**src/rtl/pscap_pkg.sv**
```systemverilog
package pscap_pkg;

  localparam int WORD_BYTES = 4;
  localparam int BUS_BITS   = 16;

  typedef struct packed {
    logic dma_en;
    logic width16;
    logic rise;
    logic en;
  } ctl_t;

  // bytes carried by one strobe edge for the selected width
  function automatic int xfer_bytes(input logic width16);
    return width16 ? 2 : 1;
  endfunction

  // does a transfer of n bytes fit beside fill bytes in a cap-byte store
  function automatic logic room_for(input int fill, input int n, input int cap);
    return (fill + n) <= cap;
  endfunction

  // is at least one whole word buffered
  function automatic logic word_avail(input int fill);
    return fill >= WORD_BYTES;
  endfunction

endpackage

```
**src/rtl/pscap_edge.sv**
```systemverilog
module pscap_edge import pscap_pkg::*; #(
  parameter int SYNC_STAGES = 2
) (
  input  logic                clk,
  input  logic                rst_n,
  input  logic                ext_clk,
  input  logic                ext_valid,
  input  logic [BUS_BITS-1:0] ext_data,
  input  logic                rise,
  output logic                xfer_evt,
  output logic [BUS_BITS-1:0] xfer_data
);

  localparam int LAST = SYNC_STAGES - 1;

  logic [SYNC_STAGES-1:0] clk_sync;
  logic [SYNC_STAGES-1:0] val_sync;
  logic [BUS_BITS-1:0]    dat_sync [SYNC_STAGES];
  logic                   clk_prev;
  logic                   edge_hit;

  always_ff @(posedge clk) begin
    if (!rst_n) begin
      clk_sync <= '0;
      val_sync <= '0;
      clk_prev <= 1'b0;
      for (int i = 0; i < SYNC_STAGES; i++) dat_sync[i] <= '0;
    end else begin
      clk_sync    <= {clk_sync[SYNC_STAGES-2:0], ext_clk};
      val_sync    <= {val_sync[SYNC_STAGES-2:0], ext_valid};
      dat_sync[0] <= ext_data;
      for (int i = 1; i < SYNC_STAGES; i++) dat_sync[i] <= dat_sync[i-1];
      clk_prev    <= clk_sync[LAST];
    end
  end

  assign edge_hit  = rise ? (clk_sync[LAST] & ~clk_prev) : (~clk_sync[LAST] & clk_prev);
  assign xfer_evt  = edge_hit & val_sync[LAST];
  assign xfer_data = dat_sync[LAST];

endmodule

```
**src/rtl/pscap_ctrl.sv**
```systemverilog
module pscap_ctrl import pscap_pkg::*; (
  input  logic       clk,
  input  logic       rst_n,
  input  logic       ctl_wr,
  input  logic [3:0] ctl_wdata,
  input  logic       sts_clr_wr,
  input  logic [1:0] sts_clr,
  input  logic       set_ovr,
  input  logic       set_udr,
  output ctl_t       ctl_q,
  output logic       flush,
  output logic       ovr_q,
  output logic       udr_q
);

  ctl_t wr_val;
  assign wr_val = ctl_t'(ctl_wdata);

  // a write that clears enable while running empties the store
  assign flush = ctl_wr & ctl_q.en & ~wr_val.en;

  always_ff @(posedge clk) begin
    if (!rst_n) begin
      ctl_q <= '0;
    end else if (ctl_wr) begin
      if (ctl_q.en) ctl_q.en <= wr_val.en;
      else          ctl_q    <= wr_val;
    end
  end

  always_ff @(posedge clk) begin
    if (!rst_n) begin
      ovr_q <= 1'b0;
      udr_q <= 1'b0;
    end else begin
      ovr_q <= set_ovr | (ovr_q & ~(sts_clr_wr & sts_clr[0]));
      udr_q <= set_udr | (udr_q & ~(sts_clr_wr & sts_clr[1]));
    end
  end

endmodule

```
**src/rtl/pscap_fifo.sv**
```systemverilog
module pscap_fifo import pscap_pkg::*; #(
  parameter int FIFO_BYTES = 32
) (
  input  logic                            clk,
  input  logic                            rst_n,
  input  logic                            flush,
  input  logic                            push,
  input  logic                            push_two,
  input  logic [BUS_BITS-1:0]             push_data,
  input  logic                            pop,
  output logic [8*WORD_BYTES-1:0]         head_word,
  output logic [$clog2(FIFO_BYTES):0]     fill
);

  localparam int AW = $clog2(FIFO_BYTES);
  localparam int FW = AW + 1;

  logic [7:0]    mem [FIFO_BYTES];
  logic [AW-1:0] wr_ptr, rd_ptr;
  logic [FW-1:0] fill_q, add_n, sub_n;

  assign add_n = push ? (push_two ? FW'(2) : FW'(1)) : '0;
  assign sub_n = pop ? FW'(WORD_BYTES) : '0;
  assign fill  = fill_q;

  always_ff @(posedge clk) begin
    if (push) begin
      mem[wr_ptr] <= push_data[7:0];
      if (push_two) mem[wr_ptr + AW'(1)] <= push_data[15:8];
    end
  end

  always_ff @(posedge clk) begin
    if (!rst_n || flush) begin
      wr_ptr <= '0;
      rd_ptr <= '0;
      fill_q <= '0;
    end else begin
      if (push) wr_ptr <= wr_ptr + (push_two ? AW'(2) : AW'(1));
      if (pop)  rd_ptr <= rd_ptr + AW'(WORD_BYTES);
      fill_q <= fill_q + add_n - sub_n;
    end
  end

  for (genvar k = 0; k < WORD_BYTES; k++) begin : g_word
    assign head_word[8*k +: 8] = mem[rd_ptr + AW'(k)];
  end

endmodule

```
**src/rtl/pscap_top.sv**
```systemverilog
module pscap_top import pscap_pkg::*; #(
  parameter int FIFO_BYTES  = 32,
  parameter int SYNC_STAGES = 2
) (
  input  logic        clk,
  input  logic        rst_n,
  input  logic        ext_clk,
  input  logic        ext_valid,
  input  logic [15:0] ext_data,
  output logic        ready,
  input  logic        ctl_wr,
  input  logic [3:0]  ctl_wdata,
  output logic [3:0]  ctl_rdata,
  input  logic        sts_clr_wr,
  input  logic [1:0]  sts_clr,
  output logic        overrun,
  output logic        underrun,
  input  logic        rd_en,
  output logic [31:0] rd_data,
  output logic        dma_req
);

  localparam int FW = $clog2(FIFO_BYTES) + 1;

  ctl_t                ctl_q;
  logic                flush;
  logic                xfer_evt;
  logic [BUS_BITS-1:0] xfer_data;
  logic [FW-1:0]       fill;
  logic [31:0]         head_word;
  logic                has_room;
  logic                has_word;
  logic                accept_evt;
  logic                drop_evt;
  logic                pop_evt;
  logic                empty_rd_evt;

  pscap_edge #(.SYNC_STAGES(SYNC_STAGES)) u_edge (
    .clk       (clk),
    .rst_n     (rst_n),
    .ext_clk   (ext_clk),
    .ext_valid (ext_valid),
    .ext_data  (ext_data),
    .rise      (ctl_q.rise),
    .xfer_evt  (xfer_evt),
    .xfer_data (xfer_data)
  );

  assign has_room     = room_for(int'(fill), xfer_bytes(ctl_q.width16), FIFO_BYTES);
  assign has_word     = word_avail(int'(fill));
  assign accept_evt   = xfer_evt & ctl_q.en & has_room;
  assign drop_evt     = xfer_evt & ctl_q.en & ~has_room;
  assign pop_evt      = rd_en & has_word;
  assign empty_rd_evt = rd_en & ~has_word;

  pscap_ctrl u_ctrl (
    .clk        (clk),
    .rst_n      (rst_n),
    .ctl_wr     (ctl_wr),
    .ctl_wdata  (ctl_wdata),
    .sts_clr_wr (sts_clr_wr),
    .sts_clr    (sts_clr),
    .set_ovr    (drop_evt),
    .set_udr    (empty_rd_evt),
    .ctl_q      (ctl_q),
    .flush      (flush),
    .ovr_q      (overrun),
    .udr_q      (underrun)
  );

  pscap_fifo #(.FIFO_BYTES(FIFO_BYTES)) u_fifo (
    .clk       (clk),
    .rst_n     (rst_n),
    .flush     (flush),
    .push      (accept_evt),
    .push_two  (ctl_q.width16),
    .push_data (xfer_data),
    .pop       (pop_evt),
    .head_word (head_word),
    .fill      (fill)
  );

  always_ff @(posedge clk) begin
    if (!rst_n)       rd_data <= '0;
    else if (rd_en)   rd_data <= has_word ? head_word : '0;
  end

  assign ready     = ctl_q.en & has_room;
  assign dma_req   = ctl_q.en & ctl_q.dma_en & has_word;
  assign ctl_rdata = ctl_q;

endmodule

```
**config.mk**
```make
export PLATFORM = sky130hd
export DESIGN_NAME = pscap_top
export DESIGN_NICKNAME = d
export VERILOG_FILES = /design/src/rtl/pscap_pkg.sv /design/src/rtl/pscap_edge.sv /design/src/rtl/pscap_ctrl.sv /design/src/rtl/pscap_fifo.sv /design/src/rtl/pscap_top.sv
export SDC_FILE = /design/constraint.sdc
export NUM_CORES = 1
export LEC_CHECK = 0
export ABC_CLOCK_PERIOD_IN_PS = 4500
export BUFFER_PORTS_ARGS = -buffer_cell sky130_fd_sc_hd__buf_2
export CAP_MARGIN = 20
export CORE_ASPECT_RATIO = 0.6
export CORE_UTILIZATION = 50
export DETAILED_ROUTE_END_ITERATION = 7
export PLACE_DENSITY = 0.67
export SETUP_SLACK_MARGIN = 0.1
export SYNTH_ARGS = -nofsm -noshare
export SYNTH_HDL_FRONTEND = slang
export SYNTH_SLANG_ARGS = --single-unit
```
**constraint.sdc**
```tcl
create_clock -name clk -period 4.5 [get_ports clk]
set_input_delay 0.675 -clock clk [delete_from_list [all_inputs] [get_ports clk]]
set_output_delay 0.675 -clock clk [all_outputs]
set_load 0.02 [all_outputs]
```
==> flow_metrics.tcl <==
set metrics [dict create \
    dpl_worst_slack_ns 0.941 \
    p_leak_nw 6.91 \
    numCtsBuffers 34 \
    rows 51 \
    ys_warn_count 0 \
    yosys.area.top_type "edfxtp_1" \
    place_congestion 0.867 \
    grt_pass1_wl_mm 64.9 \
    power_density_nw_per_um2 431 \
    area_growth_syn_to_layout_pct 11.0 \
    wl_per_cell_um 25.9 \
    synth_most_common_cell "edfxtp_1" \
    max_freq_mhz 279 \
    min_path_type "in2reg" \
    hold_start "ext_clk" \
    rsz0062_at_grt "no" \
    fin_crit_ns 3.58 \
    cts.reportedPaths.clkPinSlew_ns 0.07 \
    synth_area_leaders "edfxtp_1 46%, mux2_2 17%, dfxtp_1 11%" \
    drt_iter0_markers 1008 \
    cap_violations 0 \
    startpoint_type "flop" \
    via_per_inst 6.03 \
    clock_sinks 348 \
    post_cts_resized 0 \
    finalSetupTns_ns 0 \
    setup_ws_ns 0.921 \
    antenna_found_initial 1 \
    status "complete, no violations" \
    worstPathArrival_ns 3.73 \
    peakVddDrop_v 0.000245 \
    synth_cell_types 51 \
    finalCritPeriodShare_pct 79.5 \
    synthFlopType "edfxtp_1" \
    cts_buffer_depth 3 \
    track_usage_pct 26.0 \
    syn_avg_cell_area_um2 14.5 \
    grt_max_degree 51 \
    ff2ff_path_depth 10 \
    vias 10000 \
    synthCells 1164 \
    core-area_um2 32900 \
    cts_tree "built" \
    hold_viol 0 \
    crit_type "reg2reg" \
    crit_buf_inv 2 \
    cp_max_fo 42 \
    dp_hpwl_mm 26.4 \
    clock_latency_ns 0.54 \
    async_flop_share_pct 0 \
    slew_headroom_pct 28.4 \
    slew_viol_final 0 \
    die_w_um 239 \
    cp_top_family "simple AND/OR/NAND/NOR gates" \
    r2r_setup_slack_ns 0.92 \
    r2r-start "u_ctrl.ctl_q[2]" \
    synth.yosys.seq_area_share_pct 56.4 \
    htree_levels 2 \
    ys_ff_latch 348 \
    postCtsSetupRepairBufs 0 \
    drive_above_1_share_pct 41.1 \
    cp_slowest_stage_delay_ns 0.59 \
    crit_slowest_cell "nor2_1" \
    ios 69 \
    synth_area_um2 16900 \
    tightest_slew_ns 1.07 \
    cts_hold_buffers 0 \
    synth_top_cell_area_share_pct 45.5 \
    final_area_um2 18700 \
    finalNetCount 1231 \
    firstDrtPassIters 5 \
    initial_core_util_pct 51.4 \
    crit_top_cell "nor2_1" \
    dieArea_um2 34600 \
    setup_violations 0 \
    crit_required_ns 4.65 \
    grt_pass1_vias 9880 \
    dieHeight_um 144 \
    syn_nets 1211 \
    hold_end "u_edge.clk_sync[0]" \
    dpl_cell_area_um2 17600 \
    hold_depth 2 \
    crit_chain "inv_1 > ha_1 > fa_1 > nor2_1 > and4_1 > a211o_1 > o211ai_1 > buf_12 > or3_1 > nor2_1" \
    route.detailed.drc 0 \
    grt-ovfl-total 0 \
    port_buffers 68 \
    r2r-end "u_fifo.mem[15][5]" \
    root_buffer "clkbuf_16" \
    synth-edff-count 256 \
    end_kind "flop" \
    detail-route-antenna-nets 0 \
    clock_skew_ns 0.0252 \
    routed_wl_mm 43.0 \
    yosys-top-cells-count "256 x edfxtp_1, 248 x mux2_2, 119 x nor2_1, 92 x dfxtp_1, 79 x clkbuf_1" \
]
[cells by family after synthesis]
logic type | synth area share (%)
muxes | 27.9
DFF | 56.4
and+or+nand+nor | 8.69
buffers and inverters | 2.74
AOI/OAI and AO/OA | 2.43
adders and majority gates | 1.42
xor gates and xnor gates | 0.415
[flip-flops by register name (all words and copies together), names as in the netlist, 3 cells and up, named ones only]
signal / cells
rd_data: 32
u_ctrl.ctl_q: 4
u_edge.dat_sync: 32
u_fifo.fill: 6
u_fifo.mem: 256
u_fifo.rd_ptr: 3
u_fifo.wr_ptr: 5
[worst max-delay path by stage]
stage / startpoint / cells after the start / end
floorplan: u_ctrl.ctl_q[2] / 18 / u_fifo.fill[4]
global placement: u_ctrl.ctl_q[2] / 17 / u_fifo.fill[4]
detailed placement: u_ctrl.ctl_q[2] / 10 / u_fifo.mem[17][6]
CTS: u_ctrl.ctl_q[2] / 10 / u_fifo.mem[15][5]
global route: u_ctrl.ctl_q[2] / 10 / u_fifo.mem[17][4]
finish: u_ctrl.ctl_q[2] / 10 / u_fifo.mem[15][5]
[cells in the final DEF, fill, tap and decap left out, types with 5 or more instances in the layout]
cell type,instances
a21oi_1,43
and2_1,39
buf_2,68
buf_4,16
clkbuf_1,9
clkbuf_16,39
dfxtp_1,81
dfxtp_2,10
edfxtp_1,256
ha_1,16
inv_1,13
mux2_2,248
mux2_4,8
mux2i_1,36
mux4_2,64
nand2_1,24
nand2b_1,5
nand3_1,9
nor2_1,119
nor3_4,25
[stage by stage]
step / power, W / hold slack, ns / instances / util [%]
6_report: 0.00808 / 0.351 / 1661 / 57.0
5_1_grt: 0.00837 / 0.337 / 1660 / 57.0
4_1_cts: 0.00810 / 0.336 / 1659 / 57.0
3_5_place_dp: 0.00517 / 0.418 / 1597 / 53.5
3_3_place_gp: 0.00515 / 0.415 / 1596 / 53.4
2_1_floorplan: 0.00476 / 0.412 / 1164 / -
[worst register-to-register path: stages, from the launching register on]
cell and delay [ns]:
dfxtp_1 0.31, inv_1 0.17, ha_1 0.24, fa_1 0.44, nor2_1 0.15, and4_1 0.20
a211o_1 0.12, o211ai_1 0.13, buf_12 0.26, or3_1 0.59, nor2_1 0.59
[cell type report]
class / instances / area, um2
Antenna cell: 1 / 2.50
Clock inverter: 13 / 124
Multi-Input combinational cell: 700 / 6900
Tap cell: 450 / 563
Inverter: 13 / 48.8
Fill cell: 2671 / 14100
Timing Repair Buffer: 87 / 536
Clock buffer: 49 / 1020
Sequential cell: 348 / 9550
[per-layer routing]
| metal | up-vias | global-route usage, % | share of wire (%) |
|---|---|---|---|
| met5 | - | 0 | 0 |
| met4 | 0 | 5.60 | 1.5 |
| met3 | 52 | 6.66 | 11 |
| met2 | 454 | 37.3 | 42 |
| met1 | 5105 | 39.3 | 45 |
| li1 | 4403 | - | - |
[report_power, final]
| part | switching [W] | internal [W] | total [W] |
|---|---|---|---|
| combinational | 0.000721 | 0.000684 | 0.00141 |
| clock | 0.00125 | 0.00171 | 0.00296 |
| sequential | 0.000179 | 0.00353 | 0.00371 |
| total | 0.00215 | 0.00593 | 0.00808 |
No activity file was read; power rests on OpenSTA's default activity.
